==> config.mk <==
export PLATFORM = sky130hd
export DESIGN_NAME = dds_quarter_sine
export DESIGN_NICKNAME = d
export VERILOG_FILES = /design/src/rtl/dds_pkg.sv /design/src/rtl/dds_phase_acc.sv /design/src/rtl/dds_quadrant_fold.sv /design/src/rtl/dds_quarter_rom.sv /design/src/rtl/dds_quarter_sine.sv
export SDC_FILE = /design/constraint.sdc
export NUM_CORES = 1
export LEC_CHECK = 0
export ABC_AREA = 1
export BUFFER_PORTS_ARGS = -buffer_cell sky130_fd_sc_hd__buf_2
export CORE_ASPECT_RATIO = 0.9
export CORE_MARGIN = 5
export CORE_UTILIZATION = 66
export DETAILED_ROUTE_END_ITERATION = 10
export PLACE_DENSITY = 0.95
export SYNTH_ARGS = -nofsm -noshare
export SYNTH_HDL_FRONTEND = slang
export SYNTH_SLANG_ARGS = --single-unit
==> constraint.sdc <==
create_clock -name clk -period 6.8 [get_ports clk]
set_input_delay 1.36 -clock clk [delete_from_list [all_inputs] [get_ports clk]]
set_output_delay 1.36 -clock clk [all_outputs]
set_load 0.02 [all_outputs]
==> src/rtl/dds_pkg.sv <==
`timescale 1ns/1ps
package dds_pkg;
  localparam real PI_R = 3.14159265358979323846;

  // Magnitude of table entry k for a quarter table of the given depth.
  // Half-step centring makes the mirrored quadrants exact.
  function automatic int quarter_mag(input int k, input int depth, input int amp);
    real ang;
    ang = PI_R * (real'(k) + 0.5) / (2.0 * real'(depth));
    return int'(real'(amp) * $sin(ang));
  endfunction
endpackage

==> src/rtl/dds_phase_acc.sv <==
`timescale 1ns/1ps
module dds_phase_acc #(
  parameter int ACC_W = 32
) (
  input  logic             clk,
  input  logic             rst,
  input  logic [ACC_W-1:0] word_i,
  input  logic             load_i,
  output logic [ACC_W-1:0] acc_o,
  output logic [ACC_W-1:0] word_o
);
  logic [ACC_W-1:0] word_q, acc_q, step_w;

  // A strobed word is used on the same edge that stores it.
  assign step_w = load_i ? word_i : word_q;

  always_ff @(posedge clk) begin
    if (rst) begin
      word_q <= '0;
      acc_q  <= '0;
    end else begin
      word_q <= step_w;
      acc_q  <= acc_q + step_w;
    end
  end

  assign acc_o  = acc_q;
  assign word_o = word_q;
endmodule

==> src/rtl/dds_quadrant_fold.sv <==
`timescale 1ns/1ps
module dds_quadrant_fold #(
  parameter int IDX_W = 10,
  localparam int TAB_AW = IDX_W - 2
) (
  input  logic [IDX_W-1:0]  idx_i,
  output logic [TAB_AW-1:0] addr_o,
  output logic              neg_o
);
  logic mirror_w;
  assign mirror_w = idx_i[IDX_W-2];
  assign addr_o   = mirror_w ? ~idx_i[TAB_AW-1:0] : idx_i[TAB_AW-1:0];
  assign neg_o    = idx_i[IDX_W-1];
endmodule

==> src/rtl/dds_quarter_rom.sv <==
`timescale 1ns/1ps
module dds_quarter_rom #(
  parameter int AW = 8,
  parameter int DW = 11,
  localparam int DEPTH = 1 << AW,
  localparam int AMP = (1 << DW) - 1
) (
  input  logic          clk,
  input  logic          rst,
  input  logic [AW-1:0] addr_i,
  output logic [DW-1:0] data_o
);
  logic [DW-1:0] mem [DEPTH];
  logic [DW-1:0] data_q;

  initial begin
    for (int k = 0; k < DEPTH; k++) begin
      mem[k] = DW'(dds_pkg::quarter_mag(k, DEPTH, AMP));
    end
  end

  // Registered read; the output register reset maps onto block RAM.
  always_ff @(posedge clk) begin
    if (rst) data_q <= '0;
    else     data_q <= mem[addr_i];
  end

  assign data_o = data_q;
endmodule

==> src/rtl/dds_quarter_sine.sv <==
`timescale 1ns/1ps
module dds_quarter_sine #(
  parameter int ACC_W = 32,
  parameter int IDX_W = 10,
  parameter int OUT_W = 12
) (
  input  logic                    clk,
  input  logic                    rst,
  input  logic [ACC_W-1:0]        freq_word_i,
  input  logic                    freq_load_i,
  input  logic [ACC_W-1:0]        phase_off_i,
  output logic signed [OUT_W-1:0] sample_o
);
  localparam int TAB_AW = IDX_W - 2;
  localparam int MAG_W  = OUT_W - 1;

  logic [ACC_W-1:0]  acc_w, fw_w, sum_w;
  logic [IDX_W-1:0]  idx_q;
  logic [TAB_AW-1:0] addr_w;
  logic              neg_w, neg_q2;
  logic [MAG_W-1:0]  mag_q;
  logic signed [OUT_W-1:0] pos_w, out_q;

  dds_phase_acc #(.ACC_W(ACC_W)) acc_i (
    .clk(clk), .rst(rst), .word_i(freq_word_i), .load_i(freq_load_i),
    .acc_o(acc_w), .word_o(fw_w)
  );

  // Stage 1: offset applied, index registered
  assign sum_w = acc_w + phase_off_i;
  always_ff @(posedge clk) begin
    if (rst) idx_q <= '0;
    else     idx_q <= IDX_W'(sum_w >> (ACC_W - IDX_W));
  end

  dds_quadrant_fold #(.IDX_W(IDX_W)) fold_i (
    .idx_i(idx_q), .addr_o(addr_w), .neg_o(neg_w)
  );

  // Stage 2: table read, sign flag carried alongside
  dds_quarter_rom #(.AW(TAB_AW), .DW(MAG_W)) rom_i (
    .clk(clk), .rst(rst), .addr_i(addr_w), .data_o(mag_q)
  );

  always_ff @(posedge clk) begin
    if (rst) neg_q2 <= 1'b0;
    else     neg_q2 <= neg_w;
  end

  // Stage 3: sign restore, registered output
  assign pos_w = $signed({1'b0, mag_q});
  always_ff @(posedge clk) begin
    if (rst) out_q <= '0;
    else     out_q <= neg_q2 ? -pos_w : pos_w;
  end

  assign sample_o = out_q;
endmodule

# Word level (Yosys, flattened, before mapping)
# Memories as Yosys holds them, arrays and structs flattened. A register that Yosys moved wholly into a read port is not among the register bits.
# Cells that the tools add are included.
# W data, S select, Z words.
[totals] ff_bits=87 romBits=2816 word_cells=16 mem_count=1
[classes] n_addsub=3 mux=3 bitwise=2 n_reduce_logical=1
[mem_list] memory="rom_i.mem" depth=256 width=11 rd=1 rd_clocked_by_memory_dff=1 write_ports=0 line_no="dds_quarter_rom.sv:13" rtl="logic [DW-1:0] mem [DEPTH];"
[ops] operator="$add A32 B32 Y32" n=2
[ops] operator="$mux W32" n=1
[ops] operator="$neg A11 Y12" n=1
[ops] operator="$mux W11" n=1
[ops] operator="$mux W8" n=1
[ops] operator="$not A8 Y8" n=1
[ops] operator="$reduce_or A2 Y1" n=1
[ops] operator="$not A1 Y1" n=1

# Longest topological paths before layout
[depth] depth_word=2 ltp_mapped=17

# Modules after synthesis
# Synthesis repeated with hierarchy kept, for this count alone.
[unflattened] cells_unflattened=1864 area_unflattened_um2=10147.2
[by_module_without_submodules] module="dds_phase_acc" n_inst=1 cells_each=746 area_each_um2=4401.7
[by_module_without_submodules] module="dds_quarter_sine" n_inst=1 cells_each=547 area_each_um2=2900.3
[by_module_without_submodules] module="dds_quarter_rom" n_inst=1 cells_each=536 area_each_um2=2702.6
[by_module_without_submodules] module="dds_quadrant_fold" n_inst=1 cells_each=35 area_each_um2=142.6

# Least setup slack after synthesis
# OpenSTA, ideal clock, no wires.
[synth_path] path_type="input to register" from="in freq_load_i" to="reg acc_i.acc_q[20], in the netlist acc_i.acc_o[20]" setup_time_ns=0.121 arrival_time_ns=3.496 t_required_ns=6.679 path_slack_ns=3.184 stages=17 path_cell_list="clkbuf_1 > inv_1 > clkbuf_1 > nand2_1 > nand2_1 > ha_1 > fa_1 > nand2_1 > nand3_1 > o21ai_0 > o21ai_0 > nand2_1 > nand2_1 > nand2_1 > nand2_1 > o21ai_0 > a21oi_1"
[synth_between] elab_chain_len=2
[synth_rtl] item="from (decl)" line_no="dds_quarter_sine.sv:10" rtl="input logic freq_load_i,"
[synth_rtl] item="$mux W32" line_no="dds_phase_acc.sv:15" rtl="assign step_w = load_i ? word_i : word_q;"
[synth_rtl] item="via acc_i.step_w[0]" line_no="dds_phase_acc.sv:12" rtl="logic [ACC_W-1:0] word_q, acc_q, step_w;"
[synth_rtl] item="$add A32 B32 Y32" line_no="dds_phase_acc.sv:23" rtl="acc_q <= acc_q + step_w;"
[synth_rtl] item="to (signal assigned)" line_no="dds_phase_acc.sv:23"
[synth_rtl] item="to (decl)" line_no="dds_phase_acc.sv:12"
# The timed path passes the listed nets, and every way through them passes these cells.
# A chain may end at the register's enable or synchronous reset.

# Final worst setup path
# Ends and elaborated chain as after synthesis.

==> metrics.md <==
| Metric | Value |
|---|---|
| Status | `finished clean` |
| Number of buffers on the longest clock path | `2` |
| First-pass GRT wire length | `slightly below 50000 um` |
| Count of antenna-violating nets left after detailed routing | `0` |
| Number of detailed-route iterations in the first pass | `6` |
| Commonest cells after routing, fill and taps aside | `506 x sky130_fd_sc_hd__nand2_1, 183 x sky130_fd_sc_hd__a21oi_1, 170 x sky130_fd_sc_hd__nor2_1, 138 x sky130_fd_sc_hd__nand3_1, 107 x sky130_fd_sc_hd__inv_1` |
| Category of cells accounting for the largest share of critical-path delay | `buffers and inverters` |
| Largest fanout of any net on the critical path | `33` |
| Average via count per standard cell | `between 6 and 7` |
| Hold Crit Class | `flip-flop to flip-flop` |
| Arrival time of the worst setup path | `~4.7 ns` |
| HPWL after detailed placement | `23710 um` |
| Number of hold buffers added after CTS | `0` |
| Share of final-layout standard cells stronger than drive strength 1 | `7.860%` |
| Synthesized instance count | `1549` |
| Cell area after synthesis | `9052 sq um` |
| Cell at the root of the clock tree | `sky130_fd_sc_hd__clkbuf_16` |
| Async set-reset flop share out of synthesis | `0%` |
| Row Count | `40` |
| # port buffers | `just under 80` |
| Category of the worst setup path capture point | `flip-flop` |
| Worst-margin pin slew | `0.9949 ns` |
| Initial standard-cell utilization of the core | `between 60% and 70%` |
| Max-slew violation count | `0` |
| Total Negative Setup Slacks | `0 ns` |
| Synth Net Count | `around 1700` |
| Final hold violation count | `0` |
| Required time at the worst-slack endpoint | `roughly 7.0 ns` |
| Setup repair after global routing missed its margin | `no` |
| Number of sinks driven by the clock tree | `98` |
| Buffer count from post-CTS setup fixing | `0` |
| Number of flip-flops and latches in the synthesized netlist | `98` |
| Total global-route track usage | `about 38%` |
| Number of antenna violations at the first check in global routing | `0` |
| Peak supply drop | `roughly 0.00030 V` |
| Number of standard cells in the final layout excluding fillers | `roughly 1800` |
| Pin count of the biggest net entering global routing | `54` |
| Sort of element at the start of the critical path | `input port` |
| Remaining routing DRC violations | `0` |
| Commonest non-fill, non-tap cell in the layout | `sky130_fd_sc_hd__nand2_1` |
| Synthesized area divided by synthesized cell count | `5.844 sq um` |
| Die outline width | `133.5 um` |
| Min Tclk post-route | `4.492 ns` |
| Area inside the core boundary | `about 13000 sq um` |
| Worst-Skew Late Latency | `0.36 ns` |
| Clock transition at the registers of the reported paths | `~0.070 ns` |
| Number of cells in the design after placement | `between 1500 and 2000` |
| Via count | `roughly 11000` |
| Max transition margin | `between 30% and 40%` |
| TritonCTS clock tree | `yes` |
| Final-report setup violation count | `0` |
| Die Span Y | `approximately 120 um` |
| Proportion of synthesized chip area in sequential cells | `between 20% and 30%` |
| Post-CTS resize count | `0` |
| Total power density per cell area | `396.1 nW/um^2` |
| Htree depth | `3` |
| Cell breakdown of the critical path | `buf_2 -> inv_1 -> nand2_1 -> nand2_1 -> ha_1 -> fa_1 -> nand2_1 -> nand3_1 -> o21ai_0 -> o21ai_0 -> nand2_1 -> nand2_1 -> nand2_1 -> nand2_1 -> o21ai_0 -> a21oi_1` |
| Ports placed on the boundary | `slightly below 80` |
| Most used flip-flop cell after synthesis | `sky130_fd_sc_hd__dfxtp_1` |
| Remaining global-route overflow | `0` |
| Number of synthesized flops with an enable pin | `0` |
| Critical-path cell with the highest stage delay | `sky130_fd_sc_hd__inv_1` |
| # Max-Cap Violations | `0` |
| TritonCTS Buffers | `9` |
| Number of violations reported at the end of detailed-routing iteration 0 | `between 1500 and 2000` |
| WL per Instance | `about 18 um` |
| Kind of critical path | `input port to flip-flop` |
| Total routed wirelength | `31430 um` |
| Final Core Density | `between 70% and 80%` |
| Routability-driven placement congestion ratio | `about 1.0` |
| Timing-limited maximum frequency | `222.6 MHz` |
| Growth of design area from synthesis to finish | `7.975%` |
| Final setup skew | `~0.013 ns` |
| Biggest cell delay along the critical path | `between 0.6 and 0.7 ns` |
| Leakage power summed over all cells | `4.903 nW` |
| Number of global-route vias before repair | `just under 10000` |
| Floorplan die area | `between 15000 and 20000 sq um` |
| Number of warning messages in the yosys log | `0` |
| Most common cell on crit path | `sky130_fd_sc_hd__nand2_1` |
| Antenna diodes | `0` |
| Distinct cells, synth | `45` |
| Total number of nets in the final design | `around 1700` |
| Buf/Inv on CP | `2` |
| Final critical-path share of the clock period | `between 60% and 70%` |
## final timing paths
kind / startpoint / endpoint / slack (ns) / depth (start not counted)
worst max register to register: idx_q[8]$_SDFF_PP0_ / rom_i.data_o[1]$_SDFF_PP0_ / 3.28 / 15
worst min-delay path: idx_q[9]$_SDFF_PP0_ / neg_q2$_SDFF_PP0_ / 0.42 / 2
worst min register to register: idx_q[9]$_SDFF_PP0_ / neg_q2$_SDFF_PP0_ / 0.42 / 2
worst max-delay path: freq_load_i / acc_i.acc_o[20]$_SDFF_PP0_ / 2.31 / 16
## per-layer routing
metal,GRT usage (%),wire length (um),vias up
li1,-,-,5265
met1,55.00,13170,4976
met5,0,0,-
met2,54.57,12760,807
met4,8.676,640,0
met3,12.48,4860,87
## worst reg2reg max path: stages (launching register included)
cell	delay [ns]
sky130_fd_sc_hd__dfxtp_1	0.82
sky130_fd_sc_hd__inv_2	0.20
sky130_fd_sc_hd__nand2_1	0.10
sky130_fd_sc_hd__nand2_1	0.34
sky130_fd_sc_hd__ha_1	0.49
sky130_fd_sc_hd__inv_1	0.09
sky130_fd_sc_hd__nand2_1	0.17
sky130_fd_sc_hd__nand2_1	0.27
sky130_fd_sc_hd__nand2_1	0.10
sky130_fd_sc_hd__nand3_1	0.11
sky130_fd_sc_hd__nand2_1	0.11
sky130_fd_sc_hd__o21ai_1	0.29
sky130_fd_sc_hd__nand2_1	0.09
sky130_fd_sc_hd__nand2_1	0.08
sky130_fd_sc_hd__nand2_1	0.04
sky130_fd_sc_hd__nor2_1	0.16
## power breakdown
group | leakage (nW) | switching (mW) | total [mW] | internal [mW]
Combinational | 3.95 | 1.80 | 2.55 | 0.749
Clock | 0.144 | 0.250 | 0.517 | 0.267
Sequential | 0.812 | 0.112 | 0.801 | 0.690
Total | 4.90 | 2.17 | 3.87 | 1.71
## registers in the layout (all words and copies together) (netlist names)
register      flops
acc_i.acc_o      32
idx_q            10
sample_o         12
acc_i.word_o     32
rom_i.data_o     11
neg_q2            1
## layout make-up
class | instances | area [sq um]
timing repair buffer | 84 | 435.4
clock buffer | 10 | 239.0
inverter | 114 | 427.9
sequential | 98 | 1962
tap | 168 | 210.2
multi-input combinational | 1291 | 6444
fill | 1174 | 3638
clock inverter | 6 | 56.30
## cells by family (layout without fill, tap and decap cells)
group                    count (synthesis)  after routing  synth area share, %
AND/OR/NAND/NOR                        878            878                40.08
AO/OA/AOI/OAI                          327            327                19.24
buffers and inverters                  160            214                7.146
flip-flops                              98             98                21.67
adder cells (fa/ha/maj)                 77             77                10.73
XOR/XNOR                                 8              8                1.023
multiplexers                             1              1               0.1106
## stage by stage
step,power (mW),instance area [sq um],setup slack [ns],hold WS (ns)
floorplan,2.559,9052,3.184,0.3883
global placement,3.173,9479,2.254,0.3957
detailed placement,3.202,9479,2.078,0.4129
CTS,3.730,9774,2.404,0.4229
global route,4.128,9774,1.988,0.4347
finish,3.871,9774,2.308,0.4192
## Yosys cell counts (7+ instances only)
cell	instances	area, sq um
sky130_fd_sc_hd__a21o_1	8	60.06
sky130_fd_sc_hd__nor3_1	23	115.1
sky130_fd_sc_hd__o21ai_0	81	405.4
sky130_fd_sc_hd__nand2_1	506	1899
sky130_fd_sc_hd__nand2_2	8	50.05
sky130_fd_sc_hd__o21a_1	7	52.55
sky130_fd_sc_hd__dfxtp_1	98	1962
sky130_fd_sc_hd__a21oi_1	183	915.9
sky130_fd_sc_hd__o21bai_1	7	52.55
sky130_fd_sc_hd__buf_2	16	80.08
sky130_fd_sc_hd__nand3_1	138	690.7
sky130_fd_sc_hd__inv_1	107	401.6
sky130_fd_sc_hd__ha_1	76	950.9
sky130_fd_sc_hd__nor2_1	170	638.1
sky130_fd_sc_hd__o21ai_1	19	95.09
sky130_fd_sc_hd__nand4_1	12	75.07
sky130_fd_sc_hd__clkbuf_1	23	86.33
Note: power is estimated with default switching activity, not from simulation.
